<file path="config.mk">
export PLATFORM = sky130hd
export DESIGN_NAME = flash_seq
export DESIGN_NICKNAME = d
export VERILOG_FILES = /design/src/rtl/flash_seq_pkg.sv /design/src/rtl/flash_seq_ctrl.sv /design/src/rtl/flash_seq_dp.sv /design/src/rtl/flash_seq.sv
export SDC_FILE = /design/constraint.sdc
export NUM_CORES = 1
export LEC_CHECK = 0
export BUFFER_PORTS_ARGS = -buffer_cell sky130_fd_sc_hd__buf_2
export CAP_MARGIN = 10
export CORE_AREA = 2 2 39 41
export DETAILED_ROUTE_END_ITERATION = 8
export DIE_AREA = 0 0 41 43
export GPL_ROUTABILITY_DRIVEN = 0
export SETUP_SLACK_MARGIN = 0.3
export SYNTH_ARGS = -nofsm -noshare
export SYNTH_HDL_FRONTEND = slang
export SYNTH_SLANG_ARGS = --single-unit
</file>
<file path="constraint.sdc">
create_clock -name clk2 -period 1.8 [get_ports clk2]
set_input_delay 0.18 -clock clk2 [delete_from_list [all_inputs] [get_ports clk2]]
set_output_delay 0.18 -clock clk2 [all_outputs]
set_load 0.01 [all_outputs]
</file>
<file path="src/rtl/flash_seq_pkg.sv">
package flash_seq_pkg;

  typedef enum logic [1:0] {
    S_IDLE,
    S_T1,
    S_WAIT,
    S_T2
  } busState_e;

  // Strobes from the control FSM to the datapath
  typedef struct packed {
    logic load;    // cycle accepted: load wait counter, latch direction
    logic dec;     // end of a wait bus state
    logic ceOn;    // code-flash enable window
    logic xferOn;  // data window (wait states and closing state)
    logic weCut;   // second half of closing state: strobe released
    logic rdyOn;   // closing state: ready to the processor
  } seqStrb_t;

endpackage

</file>
<file path="src/rtl/flash_seq_ctrl.sv">
module flash_seq_ctrl
  import flash_seq_pkg::*;
#(
  parameter int NUM_WAIT = 4
) (
  input  logic     clk2,
  input  logic     rstN,
  input  logic     phase,
  input  logic     execSelN,
  input  logic     logSelN,
  input  logic     rdN,
  input  logic     wrN,
  input  logic     cntLast,
  output seqStrb_t strb
);

  localparam int TICK_W = $clog2(2 * NUM_WAIT + 1) + 1;

  busState_e state, stateNxt;
  logic      startOk;

  assign startOk = (state == S_IDLE) && phase && !execSelN && logSelN && (rdN ^ wrN);

  always_comb begin
    stateNxt = state;
    unique case (state)
      S_IDLE: if (startOk) stateNxt = S_T1;
      S_T1:   if (phase) stateNxt = S_WAIT;
      S_WAIT: if (phase && cntLast) stateNxt = S_T2;
      S_T2:   if (phase) stateNxt = S_IDLE;
      default: stateNxt = S_IDLE;
    endcase
  end

  always_ff @(posedge clk2 or negedge rstN) begin
    if (!rstN) state <= S_IDLE;
    else       state <= stateNxt;
  end

  always_comb begin
    strb.load   = startOk;
    strb.dec    = (state == S_WAIT) && phase;
    strb.ceOn   = (state != S_IDLE);
    strb.xferOn = (state == S_WAIT) || (state == S_T2);
    strb.weCut  = (state == S_T2) && phase;
    strb.rdyOn  = (state == S_T2);
  end

  // Checker: periods spent in the wait states, counted independently
  logic [TICK_W-1:0] waitTicks;
  always_ff @(posedge clk2 or negedge rstN) begin
    if (!rstN)                 waitTicks <= '0;
    else if (state == S_WAIT)  waitTicks <= waitTicks + 1'b1;
    else                       waitTicks <= '0;
  end

  // exactly NUM_WAIT wait states, two periods each
  assert_wait_len_R3: assert property (@(posedge clk2) disable iff (!rstN)
    (state == S_T2 && $past(state) == S_WAIT) |-> waitTicks == TICK_W'(2 * NUM_WAIT));

  // closing state always returns to idle, never chains into a new cycle
  assert_back_to_idle_R8: assert property (@(posedge clk2) disable iff (!rstN)
    (state == S_T2 && phase) |=> state == S_IDLE);

  // a cycle leaves idle only through an accepted start
  assert_start_gate_R3: assert property (@(posedge clk2) disable iff (!rstN)
    (state == S_T1 && $past(state) == S_IDLE) |-> $past(phase) && $past(!execSelN));

endmodule

</file>
<file path="src/rtl/flash_seq_dp.sv">
module flash_seq_dp
  import flash_seq_pkg::*;
#(
  parameter int NUM_WAIT = 4
) (
  input  logic     clk2,
  input  logic     rstN,
  input  logic     wrN,
  input  logic     logSelN,
  input  seqStrb_t strb,
  output logic     cntLast,
  output logic     execCeN,
  output logic     execOeN,
  output logic     execWeN,
  output logic     logCeN,
  output logic     readyN
);

  localparam int CNT_W = $clog2(NUM_WAIT + 1);

  logic [CNT_W-1:0] waitCnt;
  logic             isWr;

  always_ff @(posedge clk2 or negedge rstN) begin
    if (!rstN) begin
      waitCnt <= '0;
      isWr    <= 1'b0;
    end else if (strb.load) begin
      waitCnt <= CNT_W'(NUM_WAIT);
      isWr    <= !wrN;
    end else if (strb.dec && waitCnt != '0) begin
      waitCnt <= waitCnt - 1'b1;
    end
  end

  assign cntLast = (waitCnt == CNT_W'(1));

  // Logging select has priority: it masks every code-flash control
  assign execCeN = !(strb.ceOn && logSelN);
  assign execOeN = !(strb.xferOn && !isWr && logSelN);
  assign execWeN = !(strb.xferOn && isWr && !strb.weCut && logSelN);
  assign logCeN  = logSelN;
  assign readyN  = !strb.rdyOn;

  // counter never exceeds its load value
  assert_no_overflow_R3: assert property (@(posedge clk2) disable iff (!rstN)
    waitCnt <= CNT_W'(NUM_WAIT));

  // logging select masks the code flash
  assert_log_priority_R1: assert property (@(posedge clk2) disable iff (!rstN)
    !logSelN |-> execCeN && execOeN && execWeN);

  // strobe only inside the enable, and enable outlives the strobe
  assert_we_in_ce_R5: assert property (@(posedge clk2) disable iff (!rstN)
    !execWeN |-> !execCeN);
  assert_we_hold_R5: assert property (@(posedge clk2) disable iff (!rstN)
    ($rose(execWeN) && logSelN && $past(logSelN)) |-> !execCeN);

  // read and write enables never overlap
  assert_oe_we_excl_R4: assert property (@(posedge clk2) disable iff (!rstN)
    execOeN || execWeN);

  // ready ends with the closing state
  assert_ready_end_R6: assert property (@(posedge clk2) disable iff (!rstN)
    (!readyN && strb.weCut) |=> readyN);

  // reset holds the code-flash controls inactive
  always @(posedge clk2) begin
    if (!rstN) begin
      assert_reset_idle_R9: assert (execCeN && execOeN && execWeN && readyN);
    end
  end

endmodule

</file>
<file path="src/rtl/flash_seq.sv">
module flash_seq
  import flash_seq_pkg::*;
#(
  parameter int NUM_WAIT = 4
) (
  input  logic clk2,
  input  logic rstN,
  input  logic phase,
  input  logic execSelN,
  input  logic logSelN,
  input  logic rdN,
  input  logic wrN,
  output logic execCeN,
  output logic execOeN,
  output logic execWeN,
  output logic logCeN,
  output logic readyN
);

  seqStrb_t strb;
  logic     cntLast;

  flash_seq_ctrl #(.NUM_WAIT(NUM_WAIT)) uCtrl (
    .clk2     (clk2),
    .rstN     (rstN),
    .phase    (phase),
    .execSelN (execSelN),
    .logSelN  (logSelN),
    .rdN      (rdN),
    .wrN      (wrN),
    .cntLast  (cntLast),
    .strb     (strb)
  );

  flash_seq_dp #(.NUM_WAIT(NUM_WAIT)) uDp (
    .clk2    (clk2),
    .rstN    (rstN),
    .wrN     (wrN),
    .logSelN (logSelN),
    .strb    (strb),
    .cntLast (cntLast),
    .execCeN (execCeN),
    .execOeN (execOeN),
    .execWeN (execWeN),
    .logCeN  (logCeN),
    .readyN  (readyN)
  );

endmodule

</file>
# --- Word-level counts from Yosys, hierarchy flattened ---
# Index checks and enable logic that the tools add are counted.
totals:
  register_bits: 6
  in_bits: 7
  out_inout_bits: 5
  wordCells: 48
classes:
  addsub: 1
  n_eq_ne: 8
  muxes: 7
  bitwise: 1
  n_reduce_logical: 28
ops:
  columns: ["operator", "n"]
  rows:
  - ["1-bit logical AND", 14]
  - ["1-bit zero test", 8]
  - ["2-bit 2-to-1 mux", 4]
  - ["2-bit case mux with 4 select lines", 1]
  - ["3-bit 2-to-1 mux", 2]
  - ["2-bit equality test (second input constant)", 2]
  - ["2-bit by 1-bit inequality test with 1-bit output (second input constant)", 2]
  - ["2-bit inequality test (second input constant)", 2]
  - ["4-bit AND reduction", 1]
  - ["2-bit nonzero test", 2]
  - ["3-bit by 1-bit equality test with 1-bit output (second input constant)", 1]
  - ["3-bit nonzero test", 1]
  - ["3-bit by 1-bit subtractor with 3-bit output (second input constant)", 1]
  - ["2-bit by 1-bit equality test with 1-bit output (second input constant)", 1]
  - ["2-bit zero test", 1]
  - ["1-bit logical OR", 1]
  - ["1-bit bitwise XOR", 1]

# --- Longest topological paths before layout ---
depth:
  word_depth: 7
  ltp_mapped: 7
  mapped_depth_nobuf: 7

# --- Modules after synthesis ---
# Synthesis repeated with hierarchy kept, for this count alone.
unflattened:
  cells_unflattened: 50
  area_unflattened_um2: 481.7
by_module_without_submodules:
  columns: ["module", "n_inst", "cells_each", "area_each_um2", "seq_area_each_um2"]
  rows:
  - ["flash_seq_dp", 1, 28, 275.3, 100.1]
  - ["flash_seq_ctrl", 1, 22, 206.4, 50.0]

# --- Worst setup path after synthesis ---
# Ideal clock, no wire load.
synth_timing:
  kind: "register -> register"
  start: "reg uCtrl.state[0]"
  end: "reg uCtrl.state[1]"
  setup_time_ps: 125
  t_arrival_ps: 1597
  required_time_ps: 1675
  path_slack_ps: 78
  path_stages_with_launch: 7
  n_path_buf: 0
  period_less_slack_ps: 1722
  cell_sequence: "dfrtp_1 > inv_1 > ha_1 > and4b_4 > nand2_2 > a221o_2 > mux2_4"
synth_via:
  elab_chain_len: 7
  elab_cells_between_ends: 14
  cone_classes: "eq/ne: 7; mux: 1; reduce/logical: 6"
synth_rtl:
  columns: ["item", "line_no", "source"]
  rows:
  - ["start: declaration", "flash_seq_ctrl.sv:19", "busState_e state, stateNxt;"]
  - ["start signal: assignment", "flash_seq_ctrl.sv:37", "else state <= stateNxt;"]
  - ["2-bit zero test", "flash_seq_ctrl.sv:22, flash_seq_ctrl.sv:26", null]
  - ["1-bit logical AND (4 in series)", "flash_seq_ctrl.sv:22", "assign startOk = (state == S_IDLE) && phase && !execSelN && logSelN && (rdN ^ wrN);"]
  - ["2-bit by 1-bit inequality test with 1-bit output (no line)", null, null]
  - ["4-bit AND reduction (no line)", null, null]
# Several ways; a longest one is shown, not always the timed one.
# A chain may end at the register's enable or synchronous reset.

# --- Final worst setup path ---
layout_timing:
  start: "reg uCtrl.state[1]"
  end: "reg uCtrl.state[1]"
# The elaborated chain is that of the path after synthesis.

==> qor.csv <==
metric,value,unit
comb_power_share,65.4,%
fin_skew,0.00220,ns
fmaxAchievable,576,MHz
wl_per_cell,11.6,um
routed_via_density,4.71,
drive_gt1_share,54.9,%
clock-sinks,6,
grt_pass1_vias,400,
syn_area,474,sq um
cp_max_fo,4,
clk_latency,0.24,ns
clock_power_share,11.9,%
row_count,14,
design_area,692,sq um
dpl_cell_area,554,sq um
cp_cell_sequence,inv_2 -> ha_4 -> and4b_4 -> nand2_2 -> a221o_2 -> mux2_4,
clockBufferDepth,2,
vdd_ir_drop_max,643,uV
yosysTopAreaCell,dfrtp_1,
cts_max_level,1,
core,1380,sq um
diodes,0,
drt_iter0_markers,2,
clkTransAtPathRegs,0.05,ns
cts-root-buf,clkbuf_4,
rsz0062_at_grt,true,
grt.total_usage,14.7,%
p_switching,0.000395,W
yosys_warnings,0,
maxSlewViolCount,0,
holdCritStartpoint,wrN,
status,finished clean,
synth_ff_type,dfrtp_1,
crit_cells,6,
syn_inst,49,
die-area,1760,sq um
portBuffers,11,
floorplan.io_pins,12,
final_util,50.0,%
power_density,1520,nW/um^2
synth_nets,64,
dr.pass1.iters,4,
synth_seq_area_share,31.7,%
dp_hpwl,716,um
die_w,41,um
finalCriticalPeriod,1.74,ns
ys_types,22,
power.internal,0.000656,W
p_leak,0.358,nW
syn2layout_area_growth,45.9,%
switching_share,37.6,%
nNetsFinal,88,
antenna_found_initial,0,
grt_start_max_net_pins,7,
cts_tree,built,
relSlewSlack,85.6,%
async_flop_share,100,%
start_util,34.3,%
die_height,43,um
reg2reg_from,uCtrl.state[1]$_DFFE_PN0P_,
hold_viol_final,0,
synthTopCellsByCount,"8 x ha_1, 8 x inv_1, 6 x dfrtp_1, 5 x nor2_1",
worstSetupStartpoint,uCtrl.state[1]$_DFFE_PN0P_,
crit_buf_inv,1,
synth_area_leaders,"dfrtp_1 32%, ha_1 21%, inv_1 6.3%",
slowest_stage,dfrtp_1,
crit_required,1.93,ns
ff2ff_path_depth,6,
grt_pass1_wl,1.64,mm
setup_viol,0,
min_path_cells,2,
tns,0,ns
hold_class,input pin to register,
path_class,register to register,
routed_wl,1.01,mm
ant_nets,0,
grt-ovfl-total,0,
end_kind,register,
cp_top_family,flip-flops,
cp-start-kind,register,
fill_cells,137,
cap_violations,0,
seqPwrFrac,22.7,%
worstPathArrival,1.86,ns
cts_buffers,3,
synth_area_per_cell,9.68,sq um
tightest_slew,0.214,ns
netlist.area_leader.share,31.7,%
synth_edf_count,0,
min_period_over_period,96.5,%
cp_slowest_stage_delay,0.41,ns
ys_seq_elements,6,
vias,410,
drc,0,
==> layer usage <==
metal,share of wire [%],vias up,routed length (um),GRT usage (%)
li1,-,205,-,-
met1,44,190,444,17.4
met2,48,11,480,21.3
met3,6.1,4,61,4.71
met4,2.2,0,22,10.0
met5,0,-,0,0
==> registers in the layout, summed over array words and instances (netlist names) <==
signal / flops
uDp.isWr: 1
uCtrl.state: 2
uDp.waitCnt: 3
==> per-stage QoR <==
step	total power (W)	hold WS (ns)	cells	setup WS, ns
3_3_place_gp	0.000741	0.0195	75	0.0664
2_1_floorplan	0.000628	-0.116	49	0.126
6_report	0.00105	0.235	87	0.0637
5_1_grt	0.00116	0.232	87	0.00427
4_1_cts	0.000973	0.201	85	0.0693
3_5_place_dp	0.000744	0.0185	75	0.0585
==> cell families after synthesis <==
logic type / synth area share, %
buffers and inverters: 7.92
and+or+nand+nor: 16.6
adders and majority gates: 21.1
AOI/OAI and AO/OA: 12.1
muxes: 5.28
DFF: 31.7
xor gates and xnor gates: 5.28
==> final timing paths <==
kind	endpoint	slack, ns
max in group asynchronous	uCtrl.state[1]$_DFFE_PN0P_	1.35
min in group asynchronous	uDp.waitCnt[2]$_DFFE_PN0P_	0.30
setup reg to reg	uCtrl.state[1]$_DFFE_PN0P_	0.06
hold / removal	uDp.isWr$_DFFE_PN0P_	0.23
setup / recovery	uCtrl.state[1]$_DFFE_PN0P_	0.06
hold reg to reg	uDp.waitCnt[2]$_DFFE_PN0P_	0.52
==> area by class of cell <==
| type | instances | area [sq um] | area share (%) |
|---|---|---|---|
| multi-input cells | 34 | 338 | 48.8 |
| flip-flops and latches | 6 | 150 | 21.7 |
| repair buffers | 20 | 131 | 19.0 |
| inverters | 8 | 30.0 | 4.34 |
| clock buffers | 3 | 22.5 | 3.25 |
| well taps | 16 | 20.0 | 2.89 |
==> cells in the final DEF (no fill, tap or decap), drive strengths merged <==
| cell type | count |
|---|---|
| o211ai | 1 |
| nand2 | 3 |
| mux2 | 1 |
| buf | 19 |
| and4b | 1 |
| a21oi | 2 |
| inv | 8 |
| mux2i | 1 |
| dlygate4sd3 | 1 |
| nor3 | 1 |
| nand2b | 2 |
| xnor2 | 1 |
| nor2 | 5 |
| a211o | 1 |
| o21ai | 2 |
| ha | 8 |
| nand3b | 1 |
| and2 | 1 |
| a221o | 1 |
| xor2 | 1 |
| a21o | 1 |
| clkbuf | 3 |
| dfrtp | 6 |
==> what timing repair did <==
item                                    CTS  global route
endpoints found under the hold margin     6             0
buffers inserted                          6             2
pin swaps                                 2             1
resized for setup                         3             7
hold buffers                              1             0
endpoints found under the setup margin    4             5
==> power by group through the flow <==
stage          clock [W]  sequential (W)  combinational, W
6_report        0.000125        0.000239          0.000687
2_1_floorplan          0        0.000232          0.000396
4_1_cts         0.000135        0.000238          0.000600
3_5_place_dp           0        0.000242          0.000503
3_3_place_gp           0        0.000240          0.000500
5_1_grt         0.000141        0.000247          0.000772
Power figures use the tool's default switching activity.
